## config.mk

```make
export PLATFORM = sky130hd
export DESIGN_NAME = dram_arb_top
export DESIGN_NICKNAME = d
export VERILOG_FILES = /design/src/rtl/dram_arb_pkg.sv /design/src/rtl/dram_arb_port.sv /design/src/rtl/dram_arb_fsm.sv /design/src/rtl/dram_arb_top.sv
export SDC_FILE = /design/constraint.sdc
export NUM_CORES = 1
export LEC_CHECK = 0
export BUFFER_PORTS_ARGS = -buffer_cell sky130_fd_sc_hd__buf_2
export CELL_PAD_IN_SITES_DETAIL_PLACEMENT = 0
export CELL_PAD_IN_SITES_GLOBAL_PLACEMENT = 1
export CORE_MARGIN = 3
export CORE_UTILIZATION = 41
export DETAILED_ROUTE_END_ITERATION = 8
export HOLD_SLACK_MARGIN = 0.02
export PLACE_DENSITY = 0.82
export SYNTH_ARGS = -nofsm -noshare
export SYNTH_HDL_FRONTEND = slang
export SYNTH_SLANG_ARGS = --single-unit
```

## constraint.sdc

```tcl
create_clock -name clk -period 2.56 [get_ports clk]
set_input_delay 0.128 -clock clk [delete_from_list [all_inputs] [get_ports clk]]
set_output_delay 0.128 -clock clk [all_outputs]
set_load 0.05 [all_outputs]
```

## src/rtl/dram_arb_pkg.sv

```systemverilog
package dram_arb_pkg;

    typedef enum logic [1:0] {
        PH_IDLE = 2'd0,
        PH_ARM  = 2'd1,
        PH_ACT  = 2'd2,
        PH_PRE  = 2'd3
    } phase_e;

    typedef enum logic [1:0] {
        OWN_NONE = 2'd0,
        OWN_RFSH = 2'd1,
        OWN_A    = 2'd2,
        OWN_B    = 2'd3
    } owner_e;

    typedef struct packed {
        phase_e ph;
        owner_e own;
    } own_state_t;

    localparam own_state_t ST_RESET = '{ph: PH_IDLE, own: OWN_NONE};

    function automatic int max2(input int x, input int y);
        return (x > y) ? x : y;
    endfunction

endpackage

```

## src/rtl/dram_arb_port.sv

```systemverilog
module dram_arb_port #(
    parameter int AW = 10
) (
    input  logic          clk,
    input  logic          rst,
    input  logic          req,
    input  logic          take,
    input  logic          latch_on,
    input  logic [AW-1:0] addr_in,
    output logic          fresh,
    output logic          pend,
    output logic [AW-1:0] lat_addr,
    output logic [AW-1:0] eff_addr
);
    logic req_q;

    // a request counts once, on the cycle its level first appears
    assign fresh    = req & ~req_q;
    assign eff_addr = (fresh || !latch_on) ? addr_in : lat_addr;

    always_ff @(posedge clk) begin
        if (rst) begin
            req_q    <= 1'b0;
            pend     <= 1'b0;
            lat_addr <= '0;
        end else begin
            req_q    <= req;
            lat_addr <= eff_addr;
            if (take)
                pend <= 1'b0;
            else if (fresh)
                pend <= 1'b1;
        end
    end
endmodule

```

## src/rtl/dram_arb_fsm.sv

```systemverilog
module dram_arb_fsm
    import dram_arb_pkg::*;
#(
    parameter int RAS_MIN = 3,
    parameter int PRE_CYC = 2,
    parameter int BANK_W  = 2,
    parameter int ROW_W   = 4
) (
    input  logic              clk,
    input  logic              rst,
    input  logic              rfsh_req,
    input  logic              a_cand,
    input  logic              b_cand,
    input  logic              a_imm_ok,
    input  logic              b_imm_ok,
    input  logic              a_rel,
    input  logic              b_rel,
    input  logic [BANK_W-1:0] a_bank,
    input  logic [BANK_W-1:0] b_bank,
    output own_state_t        st,
    output logic [BANK_W-1:0] bank_q,
    output logic              take_a,
    output logic              take_b,
    output logic              imm_a,
    output logic              imm_b,
    output logic [ROW_W-1:0]  rcnt
);
    localparam int CNT_MAX = max2(RAS_MIN, PRE_CYC);
    localparam int CW      = $clog2(CNT_MAX + 2);

    logic [CW-1:0] cnt, cnt_inc;
    logic          last_b;
    logic          idle, win_a, win_b, rel;

    assign idle    = (st.ph == PH_IDLE);
    // refresh first; between ports the one not served last
    assign win_a   = idle && !rfsh_req && a_cand && (!b_cand || last_b);
    assign win_b   = idle && !rfsh_req && b_cand && !win_a;
    assign imm_a   = win_a && a_imm_ok && !b_cand;
    assign imm_b   = win_b && b_imm_ok && !a_cand;
    assign take_a  = win_a;
    assign take_b  = win_b;
    assign cnt_inc = cnt + CW'(1);

    always_comb begin
        case (st.own)
            OWN_A:   rel = a_rel;
            OWN_B:   rel = b_rel;
            default: rel = 1'b1;
        endcase
    end

    always_ff @(posedge clk) begin
        if (rst) begin
            st     <= ST_RESET;
            cnt    <= '0;
            bank_q <= '0;
            last_b <= 1'b1;
            rcnt   <= '0;
        end else begin
            case (st.ph)
                PH_IDLE: begin
                    if (rfsh_req) begin
                        st <= '{ph: PH_ARM, own: OWN_RFSH};
                    end else if (win_a) begin
                        st     <= '{ph: PH_ACT, own: OWN_A};
                        cnt    <= imm_a ? CW'(1) : '0;
                        bank_q <= a_bank;
                        last_b <= 1'b0;
                    end else if (win_b) begin
                        st     <= '{ph: PH_ACT, own: OWN_B};
                        cnt    <= imm_b ? CW'(1) : '0;
                        bank_q <= b_bank;
                        last_b <= 1'b1;
                    end
                end
                PH_ARM: begin
                    st.ph <= PH_ACT;
                    cnt   <= '0;
                end
                PH_ACT: begin
                    if (cnt_inc >= CW'(RAS_MIN) && rel) begin
                        st.ph <= PH_PRE;
                        cnt   <= '0;
                        if (st.own == OWN_RFSH)
                            rcnt <= rcnt + ROW_W'(1);
                    end else if (cnt_inc <= CW'(RAS_MIN)) begin
                        cnt <= cnt_inc;
                    end
                end
                default: begin
                    if (cnt_inc >= CW'(PRE_CYC)) begin
                        st  <= ST_RESET;
                        cnt <= '0;
                    end else begin
                        cnt <= cnt_inc;
                    end
                end
            endcase
        end
    end
endmodule

```

## src/rtl/dram_arb_top.sv

```systemverilog
module dram_arb_top
    import dram_arb_pkg::*;
#(
    parameter int BANK_W  = 2,
    parameter int ROW_W   = 4,
    parameter int COL_W   = 4,
    parameter int RAS_MIN = 3,
    parameter int PRE_CYC = 2
) (
    input  logic                            clk,
    input  logic                            rst,
    input  logic                            mode_strobe,
    input  logic                            latch_on,
    input  logic                            rfsh_req,
    input  logic                            a_strobe,
    input  logic                            a_sel,
    input  logic                            a_hold,
    input  logic                            b_req,
    input  logic [BANK_W+ROW_W+COL_W-1:0]   addr_in,
    output logic [(2**BANK_W)-1:0]          row_strobe,
    output logic                            rfsh_busy,
    output logic                            b_early_ack,
    output logic [BANK_W+ROW_W+COL_W-1:0]   mem_addr
);
    localparam int AW    = BANK_W + ROW_W + COL_W;
    localparam int NBANK = 2 ** BANK_W;

    logic          a_fresh, a_pend, b_fresh, b_pend;
    logic [AW-1:0] a_lat, a_eff, b_lat, b_eff;
    logic          take_a, take_b, imm_a, imm_b, active;
    own_state_t    st;
    logic [BANK_W-1:0] bank_q;
    logic [ROW_W-1:0]  rcnt;

    dram_arb_port #(.AW(AW)) u_port_a (
        .clk(clk), .rst(rst), .req(a_strobe & a_sel), .take(take_a),
        .latch_on(latch_on), .addr_in(addr_in), .fresh(a_fresh),
        .pend(a_pend), .lat_addr(a_lat), .eff_addr(a_eff)
    );

    dram_arb_port #(.AW(AW)) u_port_b (
        .clk(clk), .rst(rst), .req(b_req), .take(take_b),
        .latch_on(latch_on), .addr_in(addr_in), .fresh(b_fresh),
        .pend(b_pend), .lat_addr(b_lat), .eff_addr(b_eff)
    );

    dram_arb_fsm #(
        .RAS_MIN(RAS_MIN), .PRE_CYC(PRE_CYC), .BANK_W(BANK_W), .ROW_W(ROW_W)
    ) u_fsm (
        .clk(clk), .rst(rst), .rfsh_req(rfsh_req),
        .a_cand(a_pend | a_fresh), .b_cand(b_pend | b_fresh),
        .a_imm_ok(mode_strobe & a_fresh & ~a_pend),
        .b_imm_ok(b_fresh & ~b_pend),
        .a_rel(~a_hold), .b_rel(~b_req),
        .a_bank(a_eff[AW-1 -: BANK_W]), .b_bank(b_eff[AW-1 -: BANK_W]),
        .st(st), .bank_q(bank_q), .take_a(take_a), .take_b(take_b),
        .imm_a(imm_a), .imm_b(imm_b), .rcnt(rcnt)
    );

    assign active = (st.ph == PH_ACT);

    always_comb begin
        if (imm_a || imm_b)
            row_strobe = NBANK'(1) << addr_in[AW-1 -: BANK_W];
        else if (active && st.own == OWN_RFSH)
            row_strobe = '1;
        else if (active)
            row_strobe = NBANK'(1) << bank_q;
        else
            row_strobe = '0;
    end

    always_comb begin
        mem_addr = '0;
        if (imm_a || imm_b) begin
            mem_addr = addr_in;
        end else if (active) begin
            case (st.own)
                OWN_RFSH: mem_addr = {{BANK_W{1'b0}}, rcnt, {COL_W{1'b0}}};
                OWN_A:    mem_addr = latch_on ? a_lat : addr_in;
                OWN_B:    mem_addr = latch_on ? b_lat : addr_in;
                default:  mem_addr = '0;
            endcase
        end
    end

    assign rfsh_busy   = (st.own == OWN_RFSH);
    assign b_early_ack = imm_b || (active && st.own == OWN_B);
endmodule

```

==> Yosys cells after proc, flatten, opt, wreduce, memory -nomap -nowiden <==
Index checks and enable logic that the tools add are counted.
{ "totals": {"register_bits": 38, "input_bits": 19, "out_inout_bits": 16, "wordCells": 112} }
{ "classes": {"addsub": 2, "order_cmp": 3, "eq_ne": 10, "shift": 2, "mux": 31, "bitwise": 16, "n_reduce_logical": 34} }
{ "ops": {"columns": ["op", "count"], "rows": [
  ["2-to-1 mux 10 bit", 6],
  ["one-hot mux 10 bit (3 select lines)", 1],
  ["2-to-1 mux 4 bit", 7],
  ["2-to-1 mux 3 bit", 6],
  ["AND reduction 3 bit", 5],
  ["logical AND 1 bit", 12],
  ["one-hot mux 3 bit (3 select lines)", 1],
  ["inverter 1 bit", 8],
  ["left shift 1 x 2 -> 4 bit (first input constant)", 2],
  ["bitwise AND 1 bit", 6],
  ["equality test 2 bit (second input constant)", 3],
  [">= comparator 3 x 2 -> 1 bit (second input constant)", 2],
  ["2-to-1 mux 2 bit", 3],
  ["one-hot mux 2 bit (3 select lines)", 1],
  ["OR reduction 2 bit", 3],
  ["zero test 1 bit", 5],
  ["logical OR 1 bit", 5],
  ["adder 4 x 1 -> 4 bit (second input constant)", 1],
  ["equality test 2 x 1 -> 1 bit (second input constant)", 2],
  ["2-to-1 mux 1 bit", 4],
  ["!= test 4 bit (second input constant)", 1],
  ["one-hot mux 2 bit (2 select lines)", 1],
  ["nonzero test 2 bit", 2],
  ["nonzero test 4 bit", 1],
  ["other kinds (9)", 10]
]} }

==> Depth between registers and ports, before layout <==
{ "logic_depth": {"ltp_word": 15, "ltp_mapped": 8, "ltp_nobuf": 7} }

==> Hierarchy <==
A second synthesis with hierarchy kept.
{ "hier_totals": {"cells_unflattened": 299, "hier_area_um2": 2548.7} }
{ "by_module_without_submodules": {"columns": ["mod", "n_inst", "cells_per_inst", "area_per_inst_um2", "seq_area_each_um2"], "rows": [
  ["dram_arb_port", 2, 62, 578.1, 240.2],
  ["dram_arb_fsm", 1, 105, 887.1, 280.3],
  ["dram_arb_top", 1, 70, 505.5, 0.0]
]} }

==> Least setup slack after synthesis <==
OpenSTA, ideal clock, no wires.
{ "synth_path": {"path_kind": "register -> output", "start": "register, netlist name u_fsm.st[2]", "end": "output row_strobe[0]", "arrival_time_ps": 2620, "required_ps": 2432, "path_slack_ps": -188, "path_stages_with_launch": 8, "path_buffers": 2, "path_cell_list": "dfxtp_1 -> inv_1 -> ha_1 -> nand2b_1 -> clkbuf_1 -> or4_4 -> buf_6 -> o31ai_1"} }
{ "synth_via": {"elab_chain_cells": 10, "elab_cells_between_ends": 17, "cone_classes": "eq/ne: 1; mux: 3; reduce/logical: 13"} }
{ "synth_rtl": {"columns": ["element", "line_no", "rtl"], "rows": [
  ["zero test 2 bit", "dram_arb_fsm.sv:35", "assign idle = (st.ph == PH_IDLE);"],
  ["logical AND 1 bit", "dram_arb_fsm.sv:37, dram_arb_fsm.sv:38", null],
  ["logical AND 1 bit (2 in a row)", "dram_arb_fsm.sv:37", "assign win_a = idle && !rfsh_req && a_cand && (!b_cand || last_b);"],
  ["zero test 1 bit", "dram_arb_fsm.sv:38", "assign win_b = idle && !rfsh_req && b_cand && !win_a;"],
  ["logical AND 1 bit", "dram_arb_fsm.sv:38", null],
  ["logical AND 1 bit (2 in a row)", "dram_arb_fsm.sv:40", "assign imm_b = win_b && b_imm_ok && !a_cand;"],
  ["logical OR 1 bit", "dram_arb_top.sv:63", "if (imm_a || imm_b)"],
  ["2-to-1 mux 4 bit *", "dram_arb_top.sv:63", null],
  ["to (decl)", "dram_arb_top.sv:20", "output logic [(2**BANK_W)-1:0] row_strobe,"]
]} }
Every way passes the cells marked *; elsewhere a longest branch is shown, timed or not.

==> Final worst setup path <==
{ "layout_path": {"start": "register, netlist name u_fsm.st[3]", "end": "output mem_addr[5]"} }
{ "layout_via": {"elab_chain_cells": 10, "elab_cells_between_ends": 15, "cone_classes": "eq/ne: 1; mux: 2; reduce/logical: 12"} }
{ "layout_rtl": {"columns": ["element", "line_no", "rtl"], "rows": [
  ["zero test 2 bit", "dram_arb_fsm.sv:35", null],
  ["logical AND 1 bit", "dram_arb_fsm.sv:37, dram_arb_fsm.sv:38", null],
  ["logical AND 1 bit (2 in a row)", "dram_arb_fsm.sv:37", null],
  ["zero test 1 bit", "dram_arb_fsm.sv:38", null],
  ["logical AND 1 bit", "dram_arb_fsm.sv:38", null],
  ["logical AND 1 bit (2 in a row)", "dram_arb_fsm.sv:40", null],
  ["logical OR 1 bit", "dram_arb_top.sv:75", "if (imm_a || imm_b) begin"],
  ["2-to-1 mux 10 bit *", "dram_arb_top.sv:75", null],
  ["to (decl)", "dram_arb_top.sv:23", "output logic [BANK_W+ROW_W+COL_W-1:0] mem_addr"]
]} }
Marked as above.

==> qor.yml <==
outcome:
  status: "complete, no violations"
sta:
  drv_slew: 0
  rsz0062_at_grt: "no"
  finalCriticalPeriod_ps: 2380
  max_freq_ghz: 0.420
  clock_skew_ps: 5.45
  hold_viol_final: 0
  whs_ps: 95.4
  tightest_slew_ps: 650
  fin_crit_sh: 0.930
  max-slew-margin-rel: 0.565
  setup_viol: 0
floorplanning:
  die_area_um2: 6250
  core_region_area_um2: 4940
  dieWidth_um: 79.1
  io_pins: 35
  initial_core_util: 0.443
  std_cell_rows: 25
  chipHeight_um: 79.1
final_layout:
  area.growth.synth_to_final_pct: 15.4
  final_common_cell: "nand2_1"
  nets: 328
  drive_above_1_share: 0.191
  finalNonFillerCells: 370
  final_cell_mix: "nand2_1 (56), dfxtp_1 (38), buf_2 (34)"
  final_core_util: 0.511
  antenna_cells: 0
clock_tree:
  cts_buffers: 5
  ctsRootBufferMaster: "clkbuf_8"
  htree_levels: 2
  cts_num_sinks: 38
  cts.clk_slew.worst_paths_ps: 70
  clockBufferDepth: 2
  cts_tree: "built"
  clock_latency_ps: 290
synth:
  netlist.area_leader.share: 0.347
  netlist_instances: 272
  synth-async-reset-ratio: 0
  avgSynthCellArea_um2: 8.05
  synth-main-ff-cell: "dfxtp_1"
  ys_seq_area_frac: 0.347
  post-synth-top-area-cell: "dfxtp_1"
  synth_cell_type_count: 55
  ys_ff_latch: 38
  synth_nets: 298
  ys_top_cells_by_area: "dfxtp_1 (35%), nand2_1 (9.6%), a21oi_1 (6.4%)"
  synth-edff-count: 0
  syn-cell-area_um2: 2190
  synth_warnings: 0
routing:
  wl_um: 5440
  drtAntennaViolNets: 0
  dr.pass1.iters: 4
  wl_per_cell_um: 14.7
  drc: 0
  vias_per_cell: 5.49
  dr_total_vias: 2031
  drt_iter0_drc: 101
pwr:
  peakVddDrop_v: 0.000373
  p_leak_nw: 1.07
  finalPower_mw: 2.20
  power_density_nw_per_um2: 871
global_routing:
  grt_pass1_wl_um: 9140
  grtUsageTotal: 0.183
  overflow: 0
  antenna_found_initial: 0
  grt_start_max_net_pins: 25
  grt_pass1_vias: 1894
setup_path:
  cp.required_ps: 2430
  reg2reg_slack_ps: 440
  critical_path_class: "reg2out"
  cp_max_fo: 12
  worstPathCellList: "inv_1 > ha_1 > nand2b_1 > or4_4 > o21ai_4 > a22o_1 > buf_2"
  cp-end-kind: "output port"
  max_stage_delay_ps: 530
  cp-start-kind: "flop"
  crit_slowest_cell: "or4_4"
  critPathBufInv: 2
  cp.arrival_ps: 2250
  cp_top_family: "simple AND/OR/NAND/NOR gates"
  cp.depth: 7
  r2r.worst_path.cells: 6
placed_design:
  port_buffers: 34
  dp_cells: 362
  place_congestion: 0.822
  dpl.hpwl_um: 3890
min_path:
  hold_depth: 2
  hold_path_class: "in2reg"
job:
  cap_violations: 0
==> per-layer routing <==
layer	GRT usage	share of wire
met1	0.244	0.49
met2	0.301	0.46
met3	0.0329	0.039
met4	0.0550	0.011
met5	0	0
==> state kept, by name, summed over array words and instances (netlist names) <==
signal / count
u_port_a.req_q: 1
u_port_b.pend: 1
u_port_a.pend: 1
u_port_a.lat_addr: 10
u_port_b.lat_addr: 10
u_port_b.req_q: 1
u_fsm.last_b: 1
u_fsm.cnt: 3
u_fsm.rcnt: 4
u_fsm.st: 4
u_fsm.bank_q: 2
==> worst paths after layout <==
check                                                        from                                 to
worst max-delay path                     u_fsm.st[3]$_SDFFE_PP0P_                        mem_addr[5]
worst min-delay path                                        a_sel          u_port_a.req_q$_SDFF_PP0_
worst max register to register          u_fsm.cnt[0]$_SDFFE_PP0P_          u_fsm.cnt[1]$_SDFFE_PP0P_
worst min register to register  u_port_b.lat_addr[3]$_SDFFE_PP0N_  u_port_b.lat_addr[3]$_SDFFE_PP0N_
==> cell usage after synthesis, types with 2 or more instances <==
library cell  count
mux2i_1          12
ha_1              7
buf_2             2
xor2_1            3
nand2_1          56
buf_6             2
nand3_1           2
and2_1            2
a22o_1            4
a21oi_1          28
nor2b_1           4
o22ai_1           3
o211ai_1          5
clkbuf_8          2
dfxtp_1          38
o21ai_0          13
o2bb2ai_1         6
o31ai_1           2
o32ai_1           2
a31oi_1           3
nor2_1           20
nor3_1            3
and3_1            2
nand2b_1          4
or4_1             2
a21o_1            2
clkbuf_1          7
inv_1             9
==> layout make-up <==
cell class,instances,area [µm²]
clock buffers,6,82.6
clock inverters,2,60.1
fillers,511,2420
inverters,9,33.8
multi-input cells,210,1310
flip-flops and latches,38,761
well taps,67,83.8
repair buffers,38,200
==> kinds of logic (layout without fill, tap and decap cells) <==
group | count (synthesis) | in the layout | share of synthesized area
fa+ha+maj | 7 | 7 | 0.0400
flops | 38 | 38 | 0.347
simple gates | 106 | 106 | 0.229
buf+inv | 24 | 55 | 0.0623
compound gates | 80 | 80 | 0.243
xor+xnor | 4 | 4 | 0.0160
mux | 13 | 13 | 0.0617
==> repair_timing <==
| item | 4_1_cts | 5_1_grt |
|---|---|---|
| resized for setup | 0 | 1 |
| hold buffers | 0 | 0 |
| buffers inserted | 0 | 0 |
| endpoints found under the hold margin | 0 | 0 |
| setup endpoints to repair | 0 | 10 |
==> where the power goes <==
group          switching, mW  internal (mW)
registers             0.0774          0.656
clock network          0.216          0.416
logic                  0.535          0.301
total                  0.828           1.37
==> through the flow <==
step / TNS, ps / instance area, µm² / worst slack [ps]
after floorplan: -340 / 2190 / -113
after global placement: 0 / 2380 / 445
after detailed placement: 0 / 2380 / 397
after CTS: 0 / 2520 / 70.3
after global routing: 0 / 2530 / 21.0
final: 0 / 2530 / 179
Note: power is estimated with default switching activity, not from simulation.
